`config.mk`:
```
export PLATFORM = sky130hd
export DESIGN_NAME = unary_alu
export DESIGN_NICKNAME = d
export VERILOG_FILES = /design/src/rtl/unary_alu.sv
export SDC_FILE = /design/constraint.sdc
export NUM_CORES = 1
export LEC_CHECK = 0
export BUFFER_PORTS_ARGS = -buffer_cell sky130_fd_sc_hd__buf_2
export CAP_MARGIN = 5
export CORE_MARGIN = 10
export CORE_UTILIZATION = 59
export CTS_BUF_LIST = sky130_fd_sc_hd__clkbuf_16
export DETAILED_ROUTE_END_ITERATION = 6
export GPL_ROUTABILITY_DRIVEN = 0
export PLACE_DENSITY_LB_ADDON = 0.25
export SETUP_SLACK_MARGIN = 0.3
export SYNTH_ARGS = -nofsm -noshare
export SYNTH_HDL_FRONTEND = slang
export SYNTH_SLANG_ARGS = --single-unit
```
`constraint.sdc`:
```
create_clock -name clk -period 5.21 [get_ports clk]
set_input_delay 1.042 -clock clk [delete_from_list [all_inputs] [get_ports clk]]
set_output_delay 1.042 -clock clk [all_outputs]
set_load 0.05 [all_outputs]
```
`src/rtl/unary_alu.sv`:
```
module unary_alu #(
  parameter int W = 32
) (
  input  logic         clk,
  input  logic         rst_n,
  input  logic         issue,
  input  logic [15:0]  instr,
  input  logic [W-1:0] rm_val,
  input  logic [W-1:0] rn_val,
  output logic         wr_en,
  output logic [3:0]   wr_idx,
  output logic [W-1:0] wr_data,
  output logic         t_flag,
  output logic         illegal
);

  logic is_dt, grp6, is_exsb, is_exsw, is_exub, is_exuw, is_neg, is_negc, known;
  logic [W-1:0] dec_v, res;
  logic [W:0]   negc_full;
  logic         t_next;

  assign is_dt   = (instr[15:12] == 4'h4) && (instr[7:0] == 8'h10);
  assign grp6    = (instr[15:12] == 4'h6);
  assign is_exsb = grp6 && (instr[3:0] == 4'hE);
  assign is_exsw = grp6 && (instr[3:0] == 4'hF);
  assign is_exub = grp6 && (instr[3:0] == 4'hC);
  assign is_exuw = grp6 && (instr[3:0] == 4'hD);
  assign is_neg  = grp6 && (instr[3:0] == 4'hB);
  assign is_negc = grp6 && (instr[3:0] == 4'hA);
  assign known   = is_dt | is_exsb | is_exsw | is_exub | is_exuw | is_neg | is_negc;

  assign dec_v     = rn_val - W'(1);
  assign negc_full = {1'b0, {W{1'b0}}} - {1'b0, rm_val} - (W+1)'(t_flag);

  always_comb begin
    res    = '0;
    t_next = t_flag;
    if (is_dt) begin
      res    = dec_v;
      t_next = (dec_v == '0);
    end else if (is_exsb) res = {{(W-8){rm_val[7]}}, rm_val[7:0]};
    else if (is_exsw)     res = {{(W-16){rm_val[15]}}, rm_val[15:0]};
    else if (is_exub)     res = {{(W-8){1'b0}}, rm_val[7:0]};
    else if (is_exuw)     res = {{(W-16){1'b0}}, rm_val[15:0]};
    else if (is_neg)      res = '0 - rm_val;
    else if (is_negc) begin
      res    = negc_full[W-1:0];
      t_next = negc_full[W];
    end
  end

  always_ff @(posedge clk) begin
    if (!rst_n) begin
      wr_en   <= 1'b0;
      wr_idx  <= '0;
      wr_data <= '0;
      t_flag  <= 1'b0;
      illegal <= 1'b0;
    end else begin
      wr_en   <= issue && known;
      illegal <= issue && !known;
      wr_idx  <= instr[11:8];
      wr_data <= res;
      if (issue && known) t_flag <= t_next;
    end
  end

  assert_exclusive_R8: assert property (@(posedge clk) disable iff (!rst_n) !(wr_en && illegal));
  assert_dt_zero_R2: assert property (@(posedge clk) disable iff (!rst_n)
    issue && is_dt |=> wr_en && (t_flag == (wr_data == '0)));
  assert_sext_byte_R3: assert property (@(posedge clk) disable iff (!rst_n)
    issue && is_exsb |=> wr_data[W-1:8] == {(W-8){wr_data[7]}});
  assert_zext_word_R4: assert property (@(posedge clk) disable iff (!rst_n)
    issue && is_exuw |=> wr_data[W-1:16] == '0);
  assert_negc_borrow_R6: assert property (@(posedge clk) disable iff (!rst_n)
    issue && is_negc |=> t_flag == (($past(rm_val) != '0) || $past(t_flag)));
  assert_t_kept_R7: assert property (@(posedge clk) disable iff (!rst_n)
    issue && (is_exsb || is_exsw || is_exub || is_exuw || is_neg) |=> $stable(t_flag));
  assert_undecoded_R8: assert property (@(posedge clk) disable iff (!rst_n)
    issue && !known |=> illegal && !wr_en && $stable(t_flag));
  assert_idle_R10: assert property (@(posedge clk) disable iff (!rst_n)
    !issue |=> !wr_en && !illegal && $stable(t_flag));

endmodule

```
## Word-level counts from Yosys, hierarchy flattened

Cells that the tools add are included.

| storage, ports and cells | value |
|---|---|
| register bits | 39 |
| output and inout bits | 39 |
| word-level logic and storage cells | 56 |

| operators by class | value |
|---|---|
| add/sub/neg operators | 4 |
| equal/unequal tests | 14 |
| multiplexer cells | 14 |
| bitwise gates (word level) | 6 |
| reduce and logical (&&, ||, !) cells | 13 |

Operators by type and width:

| operator | number |
|---|---|
| $mux 32 | 7 |
| $sub 1x32->33 const A | 1 |
| $sub 33x1->33 | 1 |
| $logic_not 32->1 | 1 |
| $sub 1x32->32 const A | 1 |
| $sub 32x1->32 const B | 1 |
| $eq 4x4->1 const B | 6 |
| $ne 2x2->1 const B | 5 |
| $logic_and 1x1->1 | 9 |
| $eq 4x3->1 const B | 2 |
| $eq 8x5->1 const B | 1 |
| $mux 1 | 7 |
| $reduce_and 7->1 | 1 |
| $or 1x1->1 | 6 |
| $reduce_bool 2->1 | 1 |
| $logic_not 1->1 | 1 |

## Logic depth before layout (Yosys ltp)

| logic depth | value |
|---|---|
| depth in word-level cells | 10 |
| depth in mapped cells | 14 |
| depth with buffers taken out | 14 |

## Worst setup path before layout

No wires, ideal clock.

| timing | value |
|---|---|
| kind | input to register |
| start point | input rm_val[0] |
| end point | register wr_data[31] |
| library setup time | 70 ps |
| arrival | 3,844 ps |
| data required time | 5,140 ps |
| path slack | 1,296 ps |
| stages on the path | 14 |
| buffers on the path | 0 |
| cells stage by stage | inv_1 ha_1 ha_1 inv_1 ha_1 o21bai_1 a2111oi_0 o41ai_1 o221ai_1 a211oi_2 nor2_1 nor4_1 mux2_2 a21oi_1 |

| between the ends | value |
|---|---|
| longest elaborated chain between the ends | 9 |
| elaborated cells between the ends (all ways) | 10 |
| classes of those cells | add/sub: 3; mux: 7 |

RTL lines:

| element | line | source |
|---|---|---|
| from (decl) | 8 | `input logic [W-1:0] rm_val,` |
| $sub 1x32->33 | 33 | `assign negc_full = {1'b0, {W{1'b0}}} - {1'b0, rm_val} - (W+1)'(t_flag);` |
| $sub 33x1->33 | 33 |  |
| $mux 32 | 46 | `else if (is_negc) begin` |
| $mux 32 * | 45 | `else if (is_neg) res = '0 - rm_val;` |
| $mux 32 * | 44 | `else if (is_exuw) res = {{(W-16){1'b0}}, rm_val[15:0]};` |
| $mux 32 * | 43 | `else if (is_exub) res = {{(W-8){1'b0}}, rm_val[7:0]};` |
| $mux 32 * | 42 | `else if (is_exsw) res = {{(W-16){rm_val[15]}}, rm_val[15:0]};` |
| $mux 32 * | 41 | `end else if (is_exsb) res = {{(W-8){rm_val[7]}}, rm_val[7:0]};` |
| $mux 32 * | 38 | `if (is_dt) begin` |
| to (signal assigned) | 63 | `wr_data <= res;` |
| to (decl) | 12 | `output logic [W-1:0] wr_data,` |

Mark *: on every way between the ends. The rest lies on a longest branch, timed or not.
A chain may end at the register's enable or synchronous reset.

## Worst setup path after layout

Same ends and word-level chain as after synthesis.

==> impl_results.html <==
<table>
<tr><th>Metric</th><th>Value</th></tr>
<tr><th colspan="2">Synth</th></tr>
<tr><td>Proportion of register bits with asynchronous set or reset after synthesis</td><td>0</td></tr>
<tr><td>Distinct cell type count after synthesis</td><td>66</td></tr>
<tr><td>EDFF count, synth</td><td>0</td></tr>
<tr><td>Mapped Area</td><td>5290 um^2</td></tr>
<tr><td>Synth Warn #</td><td>0</td></tr>
<tr><td>Number of nets in the synthesized netlist</td><td>883</td></tr>
<tr><td>Sequential fraction of the synthesis area</td><td>0.148</td></tr>
<tr><td>Gate Count Post-Synth</td><td>735</td></tr>
<tr><td>Top flip-flop cell by instance count after synthesis</td><td>sky130_fd_sc_hd__dfxtp_1</td></tr>
<tr><td>Flops &amp; latches, synth</td><td>39</td></tr>
<tr><td>Syn Area/Cell</td><td>7.20 um^2</td></tr>
<tr><th colspan="2">Timing</th></tr>
<tr><td>Unrepaired setup endpoints after global routing</td><td>no</td></tr>
<tr><td>Setup violators final</td><td>0</td></tr>
<tr><td>Worst-case setup margin in the final layout</td><td>1.12 ns</td></tr>
<tr><td>Fin. max-slew vios</td><td>0</td></tr>
<tr><td>Post-Route Setup TNS</td><td>0 ns</td></tr>
<tr><td>Relative max-transition margin</td><td>0.286</td></tr>
<tr><td>Maximum frequency from static timing analysis</td><td>245 MHz</td></tr>
<tr><td>Post-route minimum period</td><td>4.09 ns</td></tr>
<tr><td>Worst Tran Pin Value</td><td>1.07 ns</td></tr>
<tr><td>Final hold violation count</td><td>0</td></tr>
<tr><td>Period utilisation layout</td><td>0.785</td></tr>
<tr><td>Worst Clk Skew</td><td>0.00810 ns</td></tr>
<tr><th colspan="2">Power and ir drop</th></tr>
<tr><td>Maximum ir drop on the vdd rail</td><td>0.000121 V</td></tr>
<tr><td>Areal power density over the cells</td><td>177 nW/um^2</td></tr>
<tr><td>Static leakage power</td><td>2.74 nW</td></tr>
<tr><th colspan="2">Floorplan</th></tr>
<tr><td>Core region area</td><td>8720 um^2</td></tr>
<tr><td>Starting Density</td><td>0.607</td></tr>
<tr><td>Die area</td><td>13200 um^2</td></tr>
<tr><td>Chip Width</td><td>115 um</td></tr>
<tr><td>Die span in y</td><td>115 um</td></tr>
<tr><td>Site Rows</td><td>34</td></tr>
<tr><td>Top-level port count</td><td>122</td></tr>
<tr><th colspan="2">Drt</th></tr>
<tr><td>Ratio of routed vias to standard cells</td><td>6.46</td></tr>
<tr><td>Wire length reported by the detailed router</td><td>17900 um</td></tr>
<tr><td>Post-Route M1 WL</td><td>7120 um</td></tr>
<tr><td>Via count</td><td>6145</td></tr>
<tr><td>Residual DRC</td><td>0</td></tr>
<tr><td>Iteration-0 DRC count of the detailed router</td><td>705</td></tr>
<tr><td>Routed length on met2</td><td>8080 um</td></tr>
<tr><td>Total met3 wirelength after detailed routing</td><td>2130 um</td></tr>
<tr><td>Wire length per cell</td><td>18.9 um</td></tr>
<tr><td>Number of detailed-routing iterations run before antenna repair</td><td>6</td></tr>
<tr><td>Top metal layer carrying routed signals</td><td>met4</td></tr>
<tr><td>Number of nets with antenna violations after detailed routing</td><td>0</td></tr>
<tr><th colspan="2">CTS</th></tr>
<tr><td>Number of sinks driven by the clock tree</td><td>39</td></tr>
<tr><td>CTS HTree Levels</td><td>2</td></tr>
<tr><td>CTS clk-pin slew, worst paths</td><td>0.06 ns</td></tr>
<tr><td>Num CTS Buffers</td><td>5</td></tr>
<tr><td>Number of setup buffers added after CTS</td><td>0</td></tr>
<tr><td>Number of buffers on the longest clock path</td><td>2</td></tr>
<tr><td>CTS Hold Bufs</td><td>0</td></tr>
<tr><td>Clock tree from TritonCTS</td><td>yes</td></tr>
<tr><td>Number of gates resized after CTS</td><td>0</td></tr>
<tr><td>CTS root buffer</td><td>sky130_fd_sc_hd__clkbuf_16</td></tr>
<tr><td>Skew-Pair Late Insertion Delay</td><td>0.29 ns</td></tr>
<tr><th colspan="2">Layout</th></tr>
<tr><td>Area of all placed cells without fillers</td><td>6170 um^2</td></tr>
<tr><td>Area growth syn-to-layout</td><td>16.6%</td></tr>
<tr><td>Final cell utilization of the core</td><td>0.707</td></tr>
<tr><td>Fraction of final layout cells sized beyond drive strength 1</td><td>0.186</td></tr>
<tr><td>Final net count</td><td>990</td></tr>
<tr><td>Filler-free cell count of the finished design</td><td>951</td></tr>
<tr><td>Diode count</td><td>0</td></tr>
<tr><td>Commonest non-fill, non-tap cells in the layout</td><td>sky130_fd_sc_hd__buf_2 (121), sky130_fd_sc_hd__inv_1 (66), sky130_fd_sc_hd__ha_1 (65)</td></tr>
<tr><td>Commonest non-fill, non-tap cell in the layout</td><td>sky130_fd_sc_hd__buf_2</td></tr>
<tr><th colspan="2">Run</th></tr>
<tr><td>Max-cap check violation count</td><td>0</td></tr>
<tr><th colspan="2">Setup path</th></tr>
<tr><td>Crit path top cell by count</td><td>sky130_fd_sc_hd__ha_1</td></tr>
<tr><td>Maximum fanout along the worst path</td><td>4</td></tr>
<tr><td>Required arrival time at the worst endpoint</td><td>5.42 ns</td></tr>
<tr><td>Start-to-end type of the worst setup path</td><td>input pin to register</td></tr>
<tr><td>Data arrival at the endpoint of the critical path</td><td>4.30 ns</td></tr>
<tr><td>Max incr delay on CP</td><td>0.37 ns</td></tr>
<tr><td>Ordered list of cells on the worst path</td><td>buf_2 -&gt; inv_1 -&gt; ha_1 -&gt; ha_1 -&gt; inv_1 -&gt; ha_1 -&gt; o21bai_1 -&gt; a2111oi_0 -&gt; o41ai_1 -&gt; buf_4 -&gt; o221ai_1 -&gt; a211oi_2 -&gt; nor2_1 -&gt; nor4_1 -&gt; mux2_2 -&gt; a21oi_1</td></tr>
<tr><td>Kind of capture point of the worst setup path</td><td>register</td></tr>
<tr><td>Sort of element at the start of the critical path</td><td>input pin</td></tr>
<tr><td>Slowest stage cell, crit path</td><td>sky130_fd_sc_hd__mux2_2</td></tr>
<tr><th colspan="2">Placement</th></tr>
<tr><td>Placed wire-length estimate</td><td>14100 um</td></tr>
<tr><td>Number of buffers inserted by port buffering</td><td>121</td></tr>
<tr><td>Post-place setup slack</td><td>0.957 ns</td></tr>
<tr><td>Number of placed instances, taps included</td><td>943</td></tr>
<tr><td>Area post-placement</td><td>5980 um^2</td></tr>
<tr><th colspan="2">Global route</th></tr>
<tr><td>Overflow left after global routing</td><td>0</td></tr>
<tr><td>Number of global-route vias before repair</td><td>5971</td></tr>
<tr><td>Number of antenna violations at the first check in global routing</td><td>0</td></tr>
<tr><td>Maximum number of pins on one net before global-route repair</td><td>38</td></tr>
<tr><td>Global-route wire length before repair</td><td>28500 um</td></tr>
<tr><td>Total routing usage reported by global routing</td><td>0.257</td></tr>
<tr><th colspan="2">Worst hold path</th></tr>
<tr><td>Class of the tightest hold or removal check</td><td>register to register</td></tr>
<tr><th colspan="2">Run status</th></tr>
<tr><td>Status</td><td>complete, no violations</td></tr>
</table>
## through the flow
stage	hold slack (ns)	power [mW]
after floorplan	0.779	0.561
after global placement	0.591	0.664
after detailed placement	0.600	0.674
after CTS	0.608	1.08
after global routing	0.670	1.14
final	0.607	1.09
## flip-flops by register name, indices dropped and copies added (netlist names)
signal	count
wr_en	1
wr_idx	4
t_flag	1
illegal	1
wr_data	32
## layer usage
metal,up-vias,global-route usage
li1,2878,-
met1,2800,0.324
met2,402,0.416
met3,65,0.0519
met4,0,0.106
met5,-,0
## cells in the mapped netlist (5+ instances only)
cell,number,area share
sky130_fd_sc_hd__o21bai_1,6,0.0085
sky130_fd_sc_hd__o31a_1,7,0.012
sky130_fd_sc_hd__nor4_1,14,0.017
sky130_fd_sc_hd__clkbuf_1,27,0.019
sky130_fd_sc_hd__nand4_1,9,0.011
sky130_fd_sc_hd__o41ai_1,5,0.0083
sky130_fd_sc_hd__ha_1,65,0.15
sky130_fd_sc_hd__or3_1,7,0.0083
sky130_fd_sc_hd__and2_1,7,0.0083
sky130_fd_sc_hd__a21oi_1,52,0.049
sky130_fd_sc_hd__a31oi_1,12,0.014
sky130_fd_sc_hd__or2_2,5,0.0059
sky130_fd_sc_hd__nor3_1,18,0.017
sky130_fd_sc_hd__o21ai_0,50,0.047
sky130_fd_sc_hd__or4_1,5,0.0071
sky130_fd_sc_hd__nor3b_1,7,0.0099
sky130_fd_sc_hd__xnor2_1,48,0.079
sky130_fd_sc_hd__inv_1,65,0.046
sky130_fd_sc_hd__and3_1,11,0.013
sky130_fd_sc_hd__nand2b_1,8,0.0095
sky130_fd_sc_hd__o31ai_1,9,0.013
sky130_fd_sc_hd__o22ai_1,5,0.0059
sky130_fd_sc_hd__o221ai_1,6,0.0099
sky130_fd_sc_hd__nand3_1,24,0.023
sky130_fd_sc_hd__nor2_1,61,0.043
sky130_fd_sc_hd__a211oi_1,11,0.016
sky130_fd_sc_hd__a221oi_1,16,0.026
sky130_fd_sc_hd__xor2_1,18,0.030
sky130_fd_sc_hd__nand2_1,53,0.038
sky130_fd_sc_hd__a21o_1,6,0.0085
sky130_fd_sc_hd__dfxtp_1,39,0.15
sky130_fd_sc_hd__nor2b_1,7,0.0083
## cells by family after synthesis
group | synth area share
AND/OR/NAND/NOR | 0.257
AO/OA/AOI/OAI | 0.259
buffers and inverters | 0.0693
XOR/XNOR | 0.109
adder cells (fa/ha/maj) | 0.154
flip-flops | 0.148
multiplexers | 0.00402
## where the power goes
part | switching [mW] | internal, mW
Clock | 0.136 | 0.273
Combinational | 0.233 | 0.146
Sequential | 0.00108 | 0.302
Total | 0.370 | 0.722
## worst max-delay path, delay by kind of cell
family	cells	cell delay, ns
muxes	1	0.37
adders and majority gates	3	0.53
buffers and inverters	4	0.45
AOI/OAI and AO/OA	6	1.48
and+or+nand+nor	2	0.45
## path summary, 6_finish.rpt
check / cells past startpoint / from / slack, ns / to
setup reg to reg: 15 / t_flag / 1.61 / wr_data[25]
setup / recovery: 16 / rm_val[0] / 1.12 / wr_data[31]
hold / removal: 2 / t_flag / 0.61 / t_flag
hold reg to reg: 2 / t_flag / 0.61 / t_flag
## area by class of cell
type / count / area, um^2
clock inverter: 3 / 63.8
fill: 705 / 2550
multi-input combinational: 601 / 4150
timing repair buffer: 130 / 673
clock buffer: 5 / 125
sequential: 39 / 781
inverter: 65 / 244
tap: 108 / 135
No activity file was read; power rests on OpenSTA's default activity.
